--- config.mk ---
export PLATFORM = sky130hd
export DESIGN_NAME = opfetch_unit
export DESIGN_NICKNAME = d
export VERILOG_FILES = /design/src/rtl/opfetch_pkg.sv /design/src/rtl/opfetch_ea.sv /design/src/rtl/opfetch_seq.sv /design/src/rtl/opfetch_unit.sv
export SDC_FILE = /design/constraint.sdc
export NUM_CORES = 1
export LEC_CHECK = 0
export ABC_CLOCK_PERIOD_IN_PS = 11400
export BUFFER_PORTS_ARGS = -buffer_cell sky130_fd_sc_hd__clkbuf_2
export CORE_AREA = 4 4 81 83
export CTS_CLUSTER_DIAMETER = 80
export DETAILED_ROUTE_END_ITERATION = 12
export DIE_AREA = 0 0 85 87
export PLACE_DENSITY = 0.81
export SLEW_MARGIN = 20
export SYNTH_ARGS = -nofsm -noshare
export SYNTH_HDL_FRONTEND = slang
export SYNTH_SLANG_ARGS = --single-unit
--- constraint.sdc ---
create_clock -name clk -period 11.4 [get_ports clk]
set_input_delay 2.28 -clock clk [delete_from_list [all_inputs] [get_ports clk]]
set_output_delay 2.28 -clock clk [all_outputs]
set_load 0.05 [all_outputs]
--- src/rtl/opfetch_pkg.sv ---
// Package: shared mode codes and sequencer state type for the operand fetch unit.
// Assumes: mode field is 3 bits wide; codes 6 and 7 are undefined.
package opfetch_pkg;

    localparam int MODE_W = 3;

    localparam logic [MODE_W-1:0] AM_IMM  = 3'd0;
    localparam logic [MODE_W-1:0] AM_DIR  = 3'd1;
    localparam logic [MODE_W-1:0] AM_RIND = 3'd2;
    localparam logic [MODE_W-1:0] AM_IDX  = 3'd3;
    localparam logic [MODE_W-1:0] AM_REL  = 3'd4;
    localparam logic [MODE_W-1:0] AM_MIND = 3'd5;

    typedef enum logic [2:0] {
        ST_IDLE  = 3'd0,
        ST_RD_A  = 3'd1,
        ST_CAP_A = 3'd2,
        ST_RD_B  = 3'd3,
        ST_CAP_B = 3'd4
    } fetch_state_e;

endpackage

--- src/rtl/opfetch_ea.sv ---
// Module: opfetch_ea
// Decodes the mode code and forms the first effective address, combinationally.
// Assumes: constant, base and pc are all AW bits; sums wrap modulo 2^AW.
module opfetch_ea
    import opfetch_pkg::*;
#(
    parameter int AW = 16,
    parameter int DW = 16
) (
    input  logic [MODE_W-1:0] mode,
    input  logic [AW-1:0]     cval,
    input  logic [AW-1:0]     base,
    input  logic [AW-1:0]     pc,
    output logic [AW-1:0]     ea,
    output logic              is_imm,
    output logic              is_ill,
    output logic              two_step,
    output logic [DW-1:0]     imm_val
);

    logic [AW-1:0] sum_base;
    logic [AW-1:0] sum_pc;

    // Wrapping adders for the indexed and relative modes.
    always_comb begin
        sum_base = base + cval;
        sum_pc   = pc + cval;
    end

    // Mode decode and first-address selection.
    always_comb begin
        ea       = cval;
        is_imm   = 1'b0;
        is_ill   = 1'b0;
        two_step = 1'b0;
        unique case (mode)
            AM_IMM:  is_imm = 1'b1;
            AM_DIR:  ea = cval;
            AM_RIND: ea = base;
            AM_IDX:  ea = sum_base;
            AM_REL:  ea = sum_pc;
            AM_MIND: begin
                ea       = cval;
                two_step = 1'b1;
            end
            default: is_ill = 1'b1;
        endcase
    end

    // Zero-extension of the constant for the immediate result.
    always_comb begin
        imm_val          = '0;
        imm_val[AW-1:0]  = cval;
    end

endmodule

--- src/rtl/opfetch_seq.sv ---
// Module: opfetch_seq
// Sequences zero, one or two memory reads per request and produces the
// result with a done pulse. Memory data is taken one cycle after the strobe.
// Assumes: DW >= AW so a read word can serve as a pointer.
module opfetch_seq
    import opfetch_pkg::*;
#(
    parameter int AW = 16,
    parameter int DW = 16
) (
    input  logic          clk,
    input  logic          rst_n,
    input  logic          req_valid,
    input  logic [AW-1:0] ea,
    input  logic          is_imm,
    input  logic          is_ill,
    input  logic          two_step,
    input  logic [DW-1:0] imm_val,
    input  logic [DW-1:0] mem_rdata,
    output logic          busy,
    output logic          done,
    output logic          illegal,
    output logic [DW-1:0] result,
    output logic          mem_rd,
    output logic [AW-1:0] mem_addr
);

    fetch_state_e  state_q;
    logic [AW-1:0] addr_q;
    logic          second_q;
    logic [DW-1:0] result_q;
    logic          done_q;
    logic          ill_q;
    logic          accept;

    // A request is taken only while idle.
    always_comb accept = req_valid && (state_q == ST_IDLE);

    // Main sequencer: address latch, read phases, result capture.
    always_ff @(posedge clk) begin
        if (!rst_n) begin
            state_q  <= ST_IDLE;
            addr_q   <= '0;
            second_q <= 1'b0;
            result_q <= '0;
            done_q   <= 1'b0;
            ill_q    <= 1'b0;
        end else begin
            done_q <= 1'b0;
            ill_q  <= 1'b0;
            unique case (state_q)
                ST_IDLE: begin
                    if (accept) begin
                        if (is_ill) begin
                            result_q <= '0;
                            ill_q    <= 1'b1;
                            done_q   <= 1'b1;
                        end else if (is_imm) begin
                            result_q <= imm_val;
                            done_q   <= 1'b1;
                        end else begin
                            addr_q   <= ea;
                            second_q <= two_step;
                            state_q  <= ST_RD_A;
                        end
                    end
                end
                ST_RD_A:  state_q <= ST_CAP_A;
                ST_CAP_A: begin
                    if (second_q) begin
                        addr_q  <= mem_rdata[AW-1:0];
                        state_q <= ST_RD_B;
                    end else begin
                        result_q <= mem_rdata;
                        done_q   <= 1'b1;
                        state_q  <= ST_IDLE;
                    end
                end
                ST_RD_B:  state_q <= ST_CAP_B;
                ST_CAP_B: begin
                    result_q <= mem_rdata;
                    done_q   <= 1'b1;
                    state_q  <= ST_IDLE;
                end
                default:  state_q <= ST_IDLE;
            endcase
        end
    end

    // Output drive from sequencer state.
    always_comb begin
        busy     = (state_q != ST_IDLE);
        mem_rd   = (state_q == ST_RD_A) || (state_q == ST_RD_B);
        mem_addr = addr_q;
        done     = done_q;
        illegal  = ill_q;
        result   = result_q;
    end

    // Immediate requests finish next cycle without touching memory.
    assert_imm_no_read_R1: assert property (@(posedge clk) disable iff (!rst_n)
        (accept && is_imm) |=> (done && !mem_rd && !illegal));

    // Undefined codes report illegal with a zero result.
    assert_ill_zero_R7: assert property (@(posedge clk) disable iff (!rst_n)
        illegal |-> (done && result == '0 && !mem_rd));

    // The read strobe never stays high for two cycles.
    assert_strobe_gap_R8: assert property (@(posedge clk) disable iff (!rst_n)
        mem_rd |=> !mem_rd);

    // Read data is consumed only one cycle after a strobe.
    assert_done_after_read_R8: assert property (@(posedge clk) disable iff (!rst_n)
        (done && !illegal && $past(busy)) |-> $past(mem_rd, 2));

    // No strobe and no done while a request is in flight but outside its phases.
    assert_busy_no_done_R9: assert property (@(posedge clk) disable iff (!rst_n)
        busy |-> !done);

    // The read address stays put while the strobe is high.
    assert_addr_hold_R9: assert property (@(posedge clk) disable iff (!rst_n)
        (busy && req_valid && mem_rd) |=> $stable(mem_addr));

endmodule

--- src/rtl/opfetch_unit.sv ---
// Module: opfetch_unit (top)
// Operand fetch for six addressing modes against a single-port synchronous
// memory with one-cycle read latency.
// Assumes: the issuing side holds no request while busy is high, or accepts
// that such requests are dropped.
module opfetch_unit
    import opfetch_pkg::*;
#(
    parameter int AW = 16,
    parameter int DW = 16
) (
    input  logic              clk,
    input  logic              rst_n,
    input  logic              req_valid,
    input  logic [MODE_W-1:0] req_mode,
    input  logic [AW-1:0]     req_const,
    input  logic [AW-1:0]     req_base,
    input  logic [AW-1:0]     pc,
    output logic              busy,
    output logic              done,
    output logic              illegal,
    output logic [DW-1:0]     result,
    output logic              mem_rd,
    output logic [AW-1:0]     mem_addr,
    input  logic [DW-1:0]     mem_rdata
);

    logic [AW-1:0] ea;
    logic          is_imm;
    logic          is_ill;
    logic          two_step;
    logic [DW-1:0] imm_val;

    opfetch_ea #(.AW(AW), .DW(DW)) u_ea (
        .mode     (req_mode),
        .cval     (req_const),
        .base     (req_base),
        .pc       (pc),
        .ea       (ea),
        .is_imm   (is_imm),
        .is_ill   (is_ill),
        .two_step (two_step),
        .imm_val  (imm_val)
    );

    opfetch_seq #(.AW(AW), .DW(DW)) u_seq (
        .clk       (clk),
        .rst_n     (rst_n),
        .req_valid (req_valid),
        .ea        (ea),
        .is_imm    (is_imm),
        .is_ill    (is_ill),
        .two_step  (two_step),
        .imm_val   (imm_val),
        .mem_rdata (mem_rdata),
        .busy      (busy),
        .done      (done),
        .illegal   (illegal),
        .result    (result),
        .mem_rd    (mem_rd),
        .mem_addr  (mem_addr)
    );

    // Reset leaves every output quiet.
    assert_reset_quiet_R10: assert property (@(posedge clk)
        !rst_n |=> (!busy && !done && !mem_rd && !illegal));

endmodule

Word level (Yosys, flattened, before mapping)
Cells that the tools add are included.
{"block": "totals", "regBits": 38, "input_bits": 70, "out_inout_bits": 36}
{"block": "op_classes", "n_addsub": 2, "n_eq_ne": 15, "muxes": 24, "bitwise_logic": 1, "reduce_logical": 13}
{"op": "two-way mux 16 bit", "count": 8}
{"op": "one-hot mux 16 bit (3 select lines)", "count": 2}
{"op": "adder 16 bit", "count": 2}
{"op": "one-hot mux 16 bit (2 select lines)", "count": 1}
{"op": "== test 3 x 2 -> 1 bit, second input constant", "count": 4}
{"op": "one-hot mux 3 bit (4 select lines)", "count": 1}
{"op": "== test 3 bit, second input constant", "count": 3}
{"op": "two-way mux 3 bit", "count": 3}
{"op": "AND reduction 4 bit", "count": 2}
{"op": "two-way mux 1 bit", "count": 7}
{"op": "== test 3 x 1 -> 1 bit, second input constant", "count": 2}
{"op": "logical NOT 3 bit", "count": 2}
{"op": "inequality test 2 bit, second input constant", "count": 3}
{"op": "AND reduction 3 bit", "count": 2}
{"op": "nonzero test 3 bit", "count": 2}
{"op": "OR reduction 6 bit", "count": 1}
{"op": "AND reduction 5 bit", "count": 1}
{"op": "inequality test 2 x 1 -> 1 bit, second input constant", "count": 2}
{"op": "inequality test 3 bit, second input constant", "count": 1}
{"op": "one-hot mux 1 bit (3 select lines)", "count": 1}
{"op": "two-way mux 2 bit", "count": 1}
{"op": "nonzero test 2 bit", "count": 1}
{"op": "logical AND 1 bit", "count": 1}
{"op": "logical OR 1 bit", "count": 1}
{"op": "inverter 1 bit", "count": 1}

Depth between registers and ports, before layout
{"block": "logic_depth", "word_depth": 6, "ltp_mapped": 14, "mapped_depth_nobuf": 11}

Hierarchy
A second synthesis with hierarchy kept.
{"block": "hier_totals", "hier_cells": 369, "area_unflattened_um2": 3283.1}
{"mod": "opfetch_seq", "instances": 1, "cells_per_inst": 178, "area_each_um2": 1874.3}
{"mod": "opfetch_ea", "instances": 1, "cells_per_inst": 191, "area_each_um2": 1408.9}

Worst setup path before layout
OpenSTA, ideal clock, no wires.
{"block": "synth_timing", "path_type": "input-to-reg", "from": "input port req_mode[2]", "to": "register u_seq.addr_q[15], in the netlist u_seq.mem_addr[15]", "setup_time_ps": 116, "arrival_time_ps": 5228, "setup_slack_ps": 6056, "stages": 12, "path_cell_list": "buf_2 -> nor3b_2 -> buf_2 -> buf_1 -> mux2_2 -> ha_1 -> o21ai_0 -> o31a_1 -> or4_4 -> a32oi_2 -> mux2i_1 -> a31o_1"}
{"block": "synth_between", "elab_chain_cells": 6, "elab_cells_between_ends": 16, "cone_classes": "eq/ne (7); mux (6); reduce/logical (3)"}
{"element": "from (decl)", "line": "opfetch_unit.sv:15", "rtl": "input logic [MODE_W-1:0] req_mode,"}
{"element": "== test 3 bit / == test 3 x 2 -> 1 bit (equally long branches)", "line": "opfetch_ea.sv:36", "rtl": "unique case (mode)"}
{"element": "one-hot mux 16 bit (3 select lines)", "line": "opfetch_ea.sv:36"}
{"element": "two-way mux 16 bit", "line": "opfetch_seq.sv:58", "rtl": "end else if (is_imm) begin"}
{"element": "two-way mux 16 bit", "line": "opfetch_seq.sv:54", "rtl": "if (is_ill) begin"}
{"element": "two-way mux 16 bit", "line": "opfetch_seq.sv:53", "rtl": "if (accept) begin"}
{"element": "one-hot mux 16 bit (2 select lines)", "line": "opfetch_seq.sv:51", "rtl": "unique case (state_q)"}
{"element": "to (signal assigned)", "line": "opfetch_seq.sv:71", "rtl": "addr_q <= mem_rdata[AW-1:0];"}
{"element": "to (decl)", "line": "opfetch_seq.sv:29", "rtl": "logic [AW-1:0] addr_q;"}
Several ways; a longest one is shown, not always the timed one. The select of a mux whose other input is x is not followed.
A chain may end at the register's enable or synchronous reset.

Worst setup path after layout
{"block": "layout_timing", "from": "input port req_mode[0]", "to": "register u_seq.addr_q[15], in the netlist u_seq.mem_addr[15]"}
Same word-level chain as after synthesis.

==> summary.txt <==
Total Routed Length - 9580 um
Placer Congestion - 0.999
CTS tree - built
Max Clock Skew - 0.00847 ns
Maximum VDD drop - 0.0000708 V
Critical-path cell list - clkbuf_2 -> nor3b_2 -> buf_4 -> mux2_2 -> ha_1 -> o21ai_0 -> o31a_1 -> or4_4 -> a32oi_2 -> mux2i_1 -> a31o_1
P_int - 251 uW
Simple-gate area share of the yosys netlist - 24.6%
Area Growth Syn to Fin - 19.0%
Placed Area - 0.00363 sq mm
Total CTS buffers - 5
Layout cells sized above 1 - 28.6%
Pwr/cell area - 113 mW/mm^2
Root buffer cell - clkbuf_8
Tcrit/Tclk final - 44.7%
Routed vias/inst - 6.07
Worst Hold Depth - 2
Setup WS pre-CTS - 6.05 ns
Post-synth top area share - 24.3%
Warnings from Yosys - 0
CP startpoint kind - input pin
Pins Over Slew Limit - 0
FF-to-FF Start - u_seq.state_q[0]
Post-synth EDFFs - 0
Setup repair bufs after CTS - 0
Worst path max stage delay - 0.57 ns
Setup tns final - 0 ns
Drt drc - 0
Cell depth of the worst flop-to-flop path - 6
Hold EP - u_seq.mem_addr[2]
Post-synth ARST share - 0%
Syn_nets - 503
Critical Path RT - 11.64 ns
Vias in the first global route - 3,030
Max Fanout on Critical Path - 20
Xor and xnor fraction of the mapped netlist area - 2.80%
Maximum clock frequency - 196 MHz
Seq pwr share - 35.9%
PnR worst setup slack - 6.30 ns
Net Switching - 171 uW
Most frequent cells in the layout - clkbuf_2 (105), nand2_1 (54), nor2_1 (39)
Crit path max-delay family - compound AO/OA/AOI/OAI gates
Buf/Inv on CP - 2
CTS Buffer Depth - 2
Slew @ Worst Pin - 1.02 ns
Switch share - 40.5%
Worst setup EP type - flip-flop
#FFs+latches synth - 38
Die Ht - 87 um
FF-to-FF End - u_seq.mem_addr[15]
Max-Cap Viols - 0
Post-Syn Area per Cell - 7.56 sq um
N_diodes - 0
I/O pin count - 106
Final net count - 587
Clk sinks - 38
Kind of critical path - input pin to flip-flop
RSZ-0062 raised after global routing - no
Combinational family with the most area after synthesis - compound AO/OA/AOI/OAI gates
Combinational Power Share - 42.5%
Mux cell area share after synthesis - 6.96%
Clock Power Share - 21.6%
Cell Area, Synth - 0.00313 sq mm
WL/cell - 16.7 um
Crit path arrival time - 5.34 ns
Compound-Gate Fraction of Synth Area - 27.5%
Rows - 28
Most common cell after layout, fill and taps aside - clkbuf_2
Slew headroom - 32.1%
Area contributors post-synth - dfxtp_1 (24%), ha_1 (7.2%), nand2_1 (6.5%), a311oi_1 (5.3%), mux2_2 (5.0%)
Gate Count Post-Synth - 414
Ys flop type - dfxtp_1
All-Layer GR Usage - 24.9%
Leakage - 1.63 nW
Status - complete, no violations
Core Region - 0.00585 sq mm
IO Port Bufs - 105
Final setup vio count - 0
# hold bufs at CTS - 0
Vias - 3,471
Pin count of the biggest net entering global routing - 34
Die Area - 0.00740 sq mm
Starting Density - 53.5%
Gr ovfl total - 0
Initial antenna violation count - 0
DRT iter0 DRCs - 468
First-pass GRT wire length - 14,900 um
Final ANT Viol Nets - 0
Count of different cell masters after synthesis - 60
H-tree lvl count - 2
Die Span X - 85 um
Reg2Reg Setup Slack - 8.63 ns
DP Wirelength - 7450 um
Post_cts resized - 0
Seq/Total Area, Yosys - 24.3%
Worst hold start - u_seq.mem_addr[2]
DR pass1 iterations - 5
Final core utilization - 63.6%
Design Area, Final - 0.00372 sq mm
Fin. Hold Viols - 0
Worst hold path type - flip-flop to flip-flop
CP max-delay cell - or4_4
Crit path time final - 5.10 ns
# fillers - 513
Clock transition at path regs - 0.07 ns
Cell taking the most area after synthesis - dfxtp_1
Overall power - 422 uW
Clock insertion delay at the later pin of the skew report - 0.29 ns
Post-synthesis adder-cell area fraction - 7.84%
==> per-layer routing <==
layer  share of wire (%)  routed length (um)  GRT usage, %
met5                   0                   0             0
met2                  46                4390          39.5
met4                 1.3                 121          6.19
met3                  10                 955          3.12
met1                  43                4110          35.8
==> stage by stage <==
stage / hold WS (ns) / instances
final: 0.460 / 572
after global routing: 0.491 / 572
after CTS: 0.460 / 571
after detailed placement: 0.450 / 565
after global placement: 0.449 / 565
after floorplan: 0.488 / 414
==> state kept, by name (all words and copies together), names as in the netlist <==
register and flops:
u_seq.done 1, u_seq.illegal 1, u_seq.mem_addr 16, u_seq.result 16
u_seq.second_q 1, u_seq.state_q 3
==> layout make-up <==
cell class,count,area (sq um),area share (%)
clock buffer,6,82.6,2.22
inverter,15,56.3,1.51
multi-input combinational,331,2190,58.7
sequential,38,761,20.4
tap,75,93.8,2.52
timing repair buffer,107,544,14.6
==> how the worst max path moves through the flow <==
stage                      from                 end  cells after the start  slack, ns
floorplan           req_mode[2]  u_seq.mem_addr[15]                     12       6.06
global placement    req_mode[0]  u_seq.mem_addr[15]                     11       6.17
detailed placement  req_mode[0]  u_seq.mem_addr[15]                     11       6.05
CTS                 req_mode[0]  u_seq.mem_addr[15]                     11       6.34
global route        req_mode[1]  u_seq.mem_addr[15]                     11       6.16
finish              req_mode[0]  u_seq.mem_addr[15]                     11       6.30
==> cell usage after synthesis (5+ instances only) <==
master / number
nor2b_1: 7
a22oi_1: 7
a311oi_1: 19
ha_1: 18
buf_2: 8
a21o_1: 5
nor2_1: 39
a21oi_1: 29
mux2i_1: 6
o21ai_1: 10
xnor2_1: 6
clkbuf_1: 19
nand3_1: 25
nand2_1: 54
dfxtp_1: 38
inv_1: 14
o21ai_0: 12
nor3_1: 7
mux2_2: 14
a31oi_1: 6
o211ai_1: 9
==> worst register-to-register path: stages (launching register included) <==
cell and delay (ns):
dfxtp_1 0.42, or4b_4 0.61, o31ai_4 0.48, mux2i_1 0.37, or4b_1 0.51, mux2i_1 0.20, a31o_1 0.13
==> power by group through the flow <==
stage / Clock [mW] / Sequential, mW / Combinational (mW)
floorplan: 0 / 0.189 / 0.0929
global placement: 0 / 0.154 / 0.171
detailed placement: 0 / 0.154 / 0.175
CTS: 0.0922 / 0.151 / 0.176
global route: 0.0975 / 0.152 / 0.193
finish: 0.0912 / 0.151 / 0.179
==> logic make-up (layout without fill, tap and decap cells) <==
| kind of cell | after synthesis | count (layout) |
|---|---|---|
| flip-flops | 38 | 38 |
| adder cells (fa/ha/maj) | 19 | 19 |
| multiplexers | 20 | 20 |
| AND/OR/NAND/NOR | 160 | 160 |
| AO/OA/AOI/OAI | 122 | 122 |
| buffers and inverters | 45 | 128 |
| XOR/XNOR | 10 | 10 |
(Power assumes the default switching activity.)
